File: src/rtl/wdt_pkg.sv
package wdt_pkg;
  localparam int NUM_CODES = 8;
  localparam int CODE_W    = 4;
  localparam logic [CODE_W-1:0] IMM_CODE = 4'h8;

  typedef struct packed {
    logic              arm;
    logic              en;
    logic              status;
    logic              mode;
    logic [CODE_W-1:0] code;
  } wdt_ctrl_t;
endpackage

File: src/rtl/wdt_ctrl_reg.sv
module wdt_ctrl_reg
  import wdt_pkg::*;
(
  input  logic      clk_i,
  input  logic      rst_ni,
  input  logic      wr_en_i,
  input  logic [7:0] wr_data_i,
  input  logic      expire_i,
  output wdt_ctrl_t ctrl_o,
  output logic      accept_o,
  output logic      imm_o
);
  wdt_ctrl_t ctrl_q;
  logic      imm_q;
  logic      accept;

  assign accept = wr_en_i & ctrl_q.arm;

  always_ff @(posedge clk_i or negedge rst_ni) begin
    if (!rst_ni) begin
      ctrl_q <= '0;
      imm_q  <= 1'b0;
    end else begin
      ctrl_q.arm    <= wr_en_i & ~ctrl_q.arm & wr_data_i[7];
      imm_q         <= accept & (wr_data_i[3:0] == IMM_CODE);
      ctrl_q.status <= expire_i | (ctrl_q.status & ~(accept & ~wr_data_i[5]));
      if (accept) begin
        ctrl_q.en   <= wr_data_i[6];
        ctrl_q.mode <= wr_data_i[4];
        // codes above the immediate-reset code are refused
        if (wr_data_i[3:0] <= IMM_CODE) ctrl_q.code <= wr_data_i[3:0];
      end
    end
  end

  assign ctrl_o   = ctrl_q;
  assign accept_o = accept;
  assign imm_o    = imm_q;

  assert_arm_one_R2: assert property (@(posedge clk_i) disable iff (!rst_ni)
    ctrl_q.arm |=> !ctrl_q.arm);
  assert_guard_R3: assert property (@(posedge clk_i) disable iff (!rst_ni)
    !$stable({ctrl_q.en, ctrl_q.mode, ctrl_q.code}) |-> $past(ctrl_q.arm && wr_en_i));
  assert_status_clr_R7: assert property (@(posedge clk_i) disable iff (!rst_ni)
    $fell(ctrl_q.status) |-> $past(ctrl_q.arm && wr_en_i));
  assert_code_legal_R9: assert property (@(posedge clk_i) disable iff (!rst_ni)
    ctrl_q.code <= IMM_CODE);
endmodule

File: src/rtl/wdt_counter.sv
module wdt_counter
  import wdt_pkg::*;
#(
  parameter int BASE_TICKS = 2
) (
  input  logic                       clk_i,
  input  logic                       rst_ni,
  input  logic                       clr_i,
  input  logic                       run_i,
  input  logic [$clog2(NUM_CODES)-1:0] code_i,
  input  logic                       tick_i,
  output logic                       expire_o
);
  localparam int SEL_W = $clog2(NUM_CODES);
  localparam int CW    = $clog2(BASE_TICKS << (NUM_CODES - 1));

  logic [CW-1:0] lim_tab [NUM_CODES];
  logic [CW-1:0] cnt_q;
  logic [CW-1:0] lim_m1;
  logic          hit;

  for (genvar i = 0; i < NUM_CODES; i++) begin : g_lim
    assign lim_tab[i] = CW'((BASE_TICKS << i) - 1);
  end

  assign lim_m1   = lim_tab[code_i];
  assign hit      = run_i & tick_i & (cnt_q == lim_m1);
  assign expire_o = hit & ~clr_i;

  always_ff @(posedge clk_i or negedge rst_ni) begin
    if (!rst_ni)                cnt_q <= '0;
    else if (clr_i || hit)      cnt_q <= '0;
    else if (run_i && tick_i)   cnt_q <= cnt_q + 1'b1;
  end

  assert_cnt_bound_R4: assert property (@(posedge clk_i) disable iff (!rst_ni)
    cnt_q <= lim_m1);
  assert_hold_R12: assert property (@(posedge clk_i) disable iff (!rst_ni)
    (!run_i && !clr_i) |=> $stable(cnt_q));
  assert_restart_R10: assert property (@(posedge clk_i) disable iff (!rst_ni)
    clr_i |=> (cnt_q == '0));
endmodule

File: src/rtl/wdog_timer.sv
module wdog_timer
  import wdt_pkg::*;
#(
  parameter int         BASE_TICKS = 2,
  parameter logic [7:0] IRQ_VECTOR = 8'h5B
) (
  input  logic       clk_i,
  input  logic       rst_ni,
  input  logic       wr_en_i,
  input  logic [7:0] wr_data_i,
  input  logic       tick_i,
  output logic [7:0] rd_data_o,
  output logic       rst_req_o,
  output logic       irq_o,
  output logic [7:0] irq_vec_o
);
  wdt_ctrl_t ctrl;
  logic      accept, imm, expire, run, exp_rst_q;

  wdt_ctrl_reg u_reg (
    .clk_i, .rst_ni, .wr_en_i, .wr_data_i,
    .expire_i (expire),
    .ctrl_o   (ctrl),
    .accept_o (accept),
    .imm_o    (imm)
  );

  assign run = ctrl.en & (ctrl.code != IMM_CODE);

  wdt_counter #(.BASE_TICKS(BASE_TICKS)) u_cnt (
    .clk_i, .rst_ni,
    .clr_i    (accept),
    .run_i    (run),
    .code_i   (ctrl.code[$clog2(NUM_CODES)-1:0]),
    .tick_i,
    .expire_o (expire)
  );

  always_ff @(posedge clk_i or negedge rst_ni) begin
    if (!rst_ni) exp_rst_q <= 1'b0;
    else         exp_rst_q <= expire & ~ctrl.mode;
  end

  assign rst_req_o = imm | exp_rst_q;
  assign irq_o     = ctrl.status & ctrl.mode;
  assign rd_data_o = ctrl;
  assign irq_vec_o = IRQ_VECTOR;

  assert_rst_src_R6: assert property (@(posedge clk_i) disable iff (!rst_ni)
    rst_req_o |-> $past(!ctrl.mode || accept));
  assert_pulse_R5: assert property (@(posedge clk_i) disable iff (!rst_ni)
    rst_req_o |=> !rst_req_o);
  assert_expire_flag_R5: assert property (@(posedge clk_i) disable iff (!rst_ni)
    expire |=> ctrl.status);
endmodule

File: config.mk
export PLATFORM = sky130hd
export DESIGN_NAME = wdog_timer
export DESIGN_NICKNAME = d
export VERILOG_FILES = /design/src/rtl/wdt_pkg.sv /design/src/rtl/wdt_ctrl_reg.sv /design/src/rtl/wdt_counter.sv /design/src/rtl/wdog_timer.sv
export SDC_FILE = /design/constraint.sdc
export NUM_CORES = 1
export LEC_CHECK = 0
export BUFFER_PORTS_ARGS = -buffer_cell sky130_fd_sc_hd__buf_2
export CORE_AREA = 2 2 48 50
export CTS_CLUSTER_DIAMETER = 60
export DETAILED_ROUTE_END_ITERATION = 10
export DIE_AREA = 0 0 50 52
export GPL_TIMING_DRIVEN = 0
export MAX_ROUTING_LAYER = met4
export PLACE_DENSITY = 0.8
export SLEW_MARGIN = 20
export SYNTH_ARGS = -nofsm -noshare
export SYNTH_HDL_FRONTEND = slang
export SYNTH_SLANG_ARGS = --single-unit
File: constraint.sdc
create_clock -name clk_i -period 3.4 [get_ports clk_i]
set_input_delay 0.68 -clock clk_i [delete_from_list [all_inputs] [get_ports clk_i]]
set_output_delay 0.68 -clock clk_i [all_outputs]
set_load 0.01 [all_outputs]
# Word level (Yosys, flattened, before mapping)
# Memories as Yosys holds them, arrays and structs flattened.
# Index checks and enable logic that the tools add are counted.
# totals
ff_bits	18
latch_bits	0
ramBits	0
mem_bits_ro	64
input_bits	12
output_inout_bits	18
elab_cells	43
mem_count	1
# memory_table
name	depth	word_bits	rd	rd_ports_with_merged_regs	wr	line	source
(name not given)	8	8	1	0	0	wdt_counter.sv:26	assign lim_m1 = lim_tab[code_i];
# op_classes
add_sub_neg	1
multipliers	0
div_mod_pow	0
magnitude_cmp	2
eq_ne	3
shifts	0
n_mux	4
bitwise_logic	20
reduce_logical	4
# ops
op	count
8-bit 2-to-1 mux	4
1-bit AND	12
8-bit by 1-bit adder with 8-bit output, second input constant	1
8-bit equality test	1
1-bit inverter	5
4-bit equality test, second input constant	1
4-bit greater-or-equal comparator, second input constant	1
4-bit <= comparator, second input constant	1
4-bit inequality test, second input constant	1
3-bit inverter with 4-bit output	1
1-bit bitwise OR	2
2-bit AND reduction	1
2-bit nonzero test	1
1-bit logical AND	1
1-bit logical OR	1

# Logic depth before layout (Yosys ltp)
# logic_depth
word_depth	8
depth_mapped	7
mapped_depth_nobuf	5

# Modules after synthesis
# Synthesis repeated with hierarchy kept, for this count alone.
# unflattened
cells_unflattened	105
hier_area_um2	1126.1
# modules_own_cells
mod	instances	cells_each	area_per_inst_um2	seq_area_each_um2
wdt_counter	1	60	608.1	200.2
wdt_ctrl_reg	1	29	391.6	225.2
wdog_timer	1	16	126.4	25.0

# Worst setup path after synthesis
# OpenSTA, ideal clock, no wires.
# synth_path
kind	register to register
startpoint	register u_reg.ctrl_q (netlist bit u_reg.ctrl_o[1])
endpoint	register u_cnt.cnt_q[0]
setup_ps	133
arrival_ps	1518
required_time_ps	3267
path_slack_ps	1749
path_stages_with_launch	6
n_path_buf	0
synth_period_minus_slack_ps	1651
path_cell_list	dfrtp_1 > or4_4 > o211ai_2 > o21ai_2 > o31ai_4 > nor2_1
# synth_via
elab_chain_cells	8
word_cells_on_any_way	13
classes_between	eq/ne (2); mux (3); bitwise (4); reduce/logical (3); memory (1)
# synth_lines
element	line	source
start, declared	wdt_ctrl_reg.sv:13	wdt_ctrl_t ctrl_q;
3-bit inverter with 4-bit output (not written as such)	wdt_counter.sv:26	
memory 8 x 8 bit	n/a	
8-bit 2-to-1 mux (not written as such) (2 in a row)	wdt_counter.sv:26	
8-bit equality test	wdt_counter.sv:27	assign hit = run_i & tick_i & (cnt_q == lim_m1);
1-bit AND	wdt_counter.sv:27	
1-bit logical OR	wdt_counter.sv:32	else if (clr_i || hit) cnt_q <= '0;
8-bit 2-to-1 mux or 2-bit nonzero test (tied branches)	n/a	
end signal, assigned	wdt_counter.sv:33	else if (run_i && tick_i) cnt_q <= cnt_q + 1'b1;
end, declared	wdt_counter.sv:18	logic [CW-1:0] cnt_q;
# Parallel ways exist; a longest one is shown, timed or not. The select of a mux whose other input is x is not followed.
# A chain may end at the register's enable or synchronous reset.

# Worst setup path in the final report
# layout_path
startpoint	register u_cnt.cnt_q[6]
endpoint	register u_cnt.cnt_q[0]
# layout_via
elab_chain_cells	4
word_cells_on_any_way	5
classes_between	eq/ne (1); mux (1); bitwise (1); reduce/logical (2)
# layout_lines
element	line
8-bit equality test *	wdt_counter.sv:27
1-bit AND *	wdt_counter.sv:27
1-bit logical OR *	wdt_counter.sv:32
8-bit 2-to-1 mux or 2-bit nonzero test (tied branches)	n/a
# Mark *: on every way between the ends. The rest lies on a longest branch, timed or not.

==> results_dict.tcl <==
set metrics [dict create \
    clkLatencyLatePin_ns 0.29 \
    firstDrtPassIters 5 \
    dieWidth_um 50 \
    dp.cells 169 \
    rsz0062_at_grt "no" \
    die_h_um 52 \
    synth_edf_count 0 \
    clockBufferDepth 2 \
    clk_pin_slew_ns 0.10 \
    peakVddDrop_uv 287 \
    grt_pass1_wl_um 3350 \
    drt_wl_total_um 2000 \
    synth.distinct_cells 36 \
    cap_violations 0 \
    first_iter_violations 14 \
    hold_buffers 0 \
    start_util_pct 51.5 \
    ant_nets 0 \
    syn_inst 114 \
    grt_overflow_total 0 \
    grt_pass1_vias 811 \
    rows 17 \
    antenna_found_initial 0 \
    finalClockSkew_ns 0.00394 \
    hold_path.class "input port to async pin" \
    cts_made_buffers 3 \
    io_pins 30 \
    core_mm2 0.00211 \
    wl_per_cell_um 11.6 \
    ys_async_sr_fraction_pct 100 \
    layout_common_cells "21 x buf_2, 19 x nor2_1, 18 x dfrtp_1, 11 x buf_4, 9 x xor2_1" \
    finalCriticalPeriod_ns 1.82 \
    crit_path_end_kind "register" \
    synth-seq-cells 18 \
    ys.flop_type "dfrtp_1" \
    cp-start-kind "register" \
    root_buffer "clkbuf_4" \
    synthesis.area_mm2 0.00108 \
    path_max_fanout 8 \
    crit_type "register to register" \
    drc 0 \
    p_leak_nw 0.632 \
    setup_violations 0 \
    place.gp.congestion 0.791 \
    critPathSlowestCell "or4_4" \
    cts_tree "done" \
    max_clock_freq_mhz 550 \
    path_cells "or4_4, o211ai_2, o21ai_2, o31ai_4, nor2_1" \
    die_area_mm2 0.00260 \
    hold_viol_final 0 \
    cts_resized 0 \
    syn_to_final_growth_pct 17.1 \
    crit_required_ns 3.57 \
    htree_levels 1 \
    track_usage_pct 17.4 \
    final_nets 159 \
    yosysWarnings 0 \
    instances_no_fill 172 \
    final_core_util_pct 60.3 \
    post-route-period-util_pct 53.5 \
    total_power_uw 620 \
    viasPerCell 5.09 \
    grt_max_degree 19 \
    slew_violations 0 \
    powerDensity_mw_per_mm2 488 \
    avgSynthCellArea_um2 9.52 \
    fin_hold_ws_ns 0.296 \
    r2r.worst_path.cells 5 \
    critPathMaxStageDelay_ns 0.54 \
    final_common_cell "buf_2" \
    fillers 181 \
    dpl.hpwl_um 1540 \
    num_vias 876 \
    r2r-start "u_cnt.cnt_q[6]" \
    cts_sinks 18 \
    n_antenna_cell 0 \
    crit_arrival_ns 1.99 \
    io_buffers 21 \
    synth-seq-area-share_pct 41.5 \
    status "finished, final reports clean" \
    r2r-end "u_cnt.cnt_q[0]" \
    cts_post_setup_buffers_inserted 0 \
    drive_above_1_share_pct 33.3 \
    r2r_setup_slack_ns 1.58 \
    tns_ns 0 \
]
cells in the mapped netlist, drive strengths merged, types with 2 or more instances:
cell | count | share of area, %
nor2 | 19 | 6.6
dfrtp | 18 | 42
buf | 13 | 9.7
xor2 | 9 | 7.3
a21oi | 6 | 2.8
nand2 | 6 | 2.3
o21ai | 5 | 2.7
nand4 | 4 | 2.3
and3 | 3 | 1.7
nand2b | 3 | 1.7
conb | 2 | 0.69
mux2 | 2 | 2.1
nand3 | 2 | 0.92
nor2b | 2 | 1.2
nor3 | 2 | 0.92
power by group:
| group | internal, mW | switching, mW | total [mW] |
|---|---|---|---|
| combinational | 0.104 | 0.122 | 0.227 |
| sequential | 0.249 | 0.0408 | 0.290 |
| clock | 0.0412 | 0.0617 | 0.103 |
| total | 0.395 | 0.225 | 0.620 |
cell type report:
class	instances	area, um^2	area share, %
clock buffer	3	22.5	1.77
multi-input combinational	88	548	43.2
sequential	18	450	35.5
inverter	1	3.75	0.296
timing repair buffer	21	105	8.28
buffer	13	105	8.28
tap	28	35.0	2.76
critical path: cells and delay by family (launching register included):
| family | cells | cell delay [ns] |
|---|---|---|
| and+or+nand+nor | 2 | 0.64 |
| AOI/OAI and AO/OA | 3 | 0.63 |
| DFF | 1 | 0.42 |
flip-flops by register name (all words and copies together) (netlist names):
| signal | count |
|---|---|
| u_cnt.cnt_q | 8 |
| u_reg.ctrl_o | 8 |
| exp_rst_q | 1 |
| u_reg.imm_o | 1 |
stage by stage:
step                      worst slack (ns)  instance area (um^2)
after floorplan                       1.75                  1110
after global placement                1.62                  1250
after detailed placement              1.59                  1250
after CTS                             1.57                  1270
after global routing                  1.48                  1270
final                                 1.58                  1270
logic make-up (layout without fill, tap and decap cells):
logic type	after synthesis	in the layout	share of synthesized area (%)
buf+inv	14	38	10.0
other cells	2	8	0.692
fa+ha+maj	1	1	1.15
mux	2	2	2.08
compound gates	19	19	12.9
simple gates	48	48	23.5
xor+xnor	10	10	8.07
flops	18	18	41.5
worst max-delay path by stage:
| stage | startpoint | end | slack (ns) | depth (start not counted) |
|---|---|---|---|---|
| 3_5_place_dp | u_cnt.cnt_q[6] | u_cnt.cnt_q[1] | 1.59 | 5 |
| 2_1_floorplan | u_reg.ctrl_o[1] | u_cnt.cnt_q[0] | 1.75 | 5 |
| 5_1_grt | u_cnt.cnt_q[6] | u_cnt.cnt_q[1] | 1.48 | 5 |
| 4_1_cts | u_cnt.cnt_q[6] | u_cnt.cnt_q[1] | 1.57 | 5 |
| 3_3_place_gp | u_cnt.cnt_q[6] | u_cnt.cnt_q[0] | 1.62 | 5 |
| 6_report | u_cnt.cnt_q[6] | u_cnt.cnt_q[0] | 1.58 | 5 |
per-layer routing:
| layer | routed length [um] | global-route usage (%) | vias to the layer above |
|---|---|---|---|
| li1 | - | - | 436 |
| met2 | 1010 | 30.3 | 22 |
| met5 | 0 | - | - |
| met1 | 875 | 20.1 | 415 |
| met3 | 83 | 2.59 | 3 |
| met4 | 24 | 6.94 | 0 |
No activity file was read; power rests on OpenSTA's default activity.
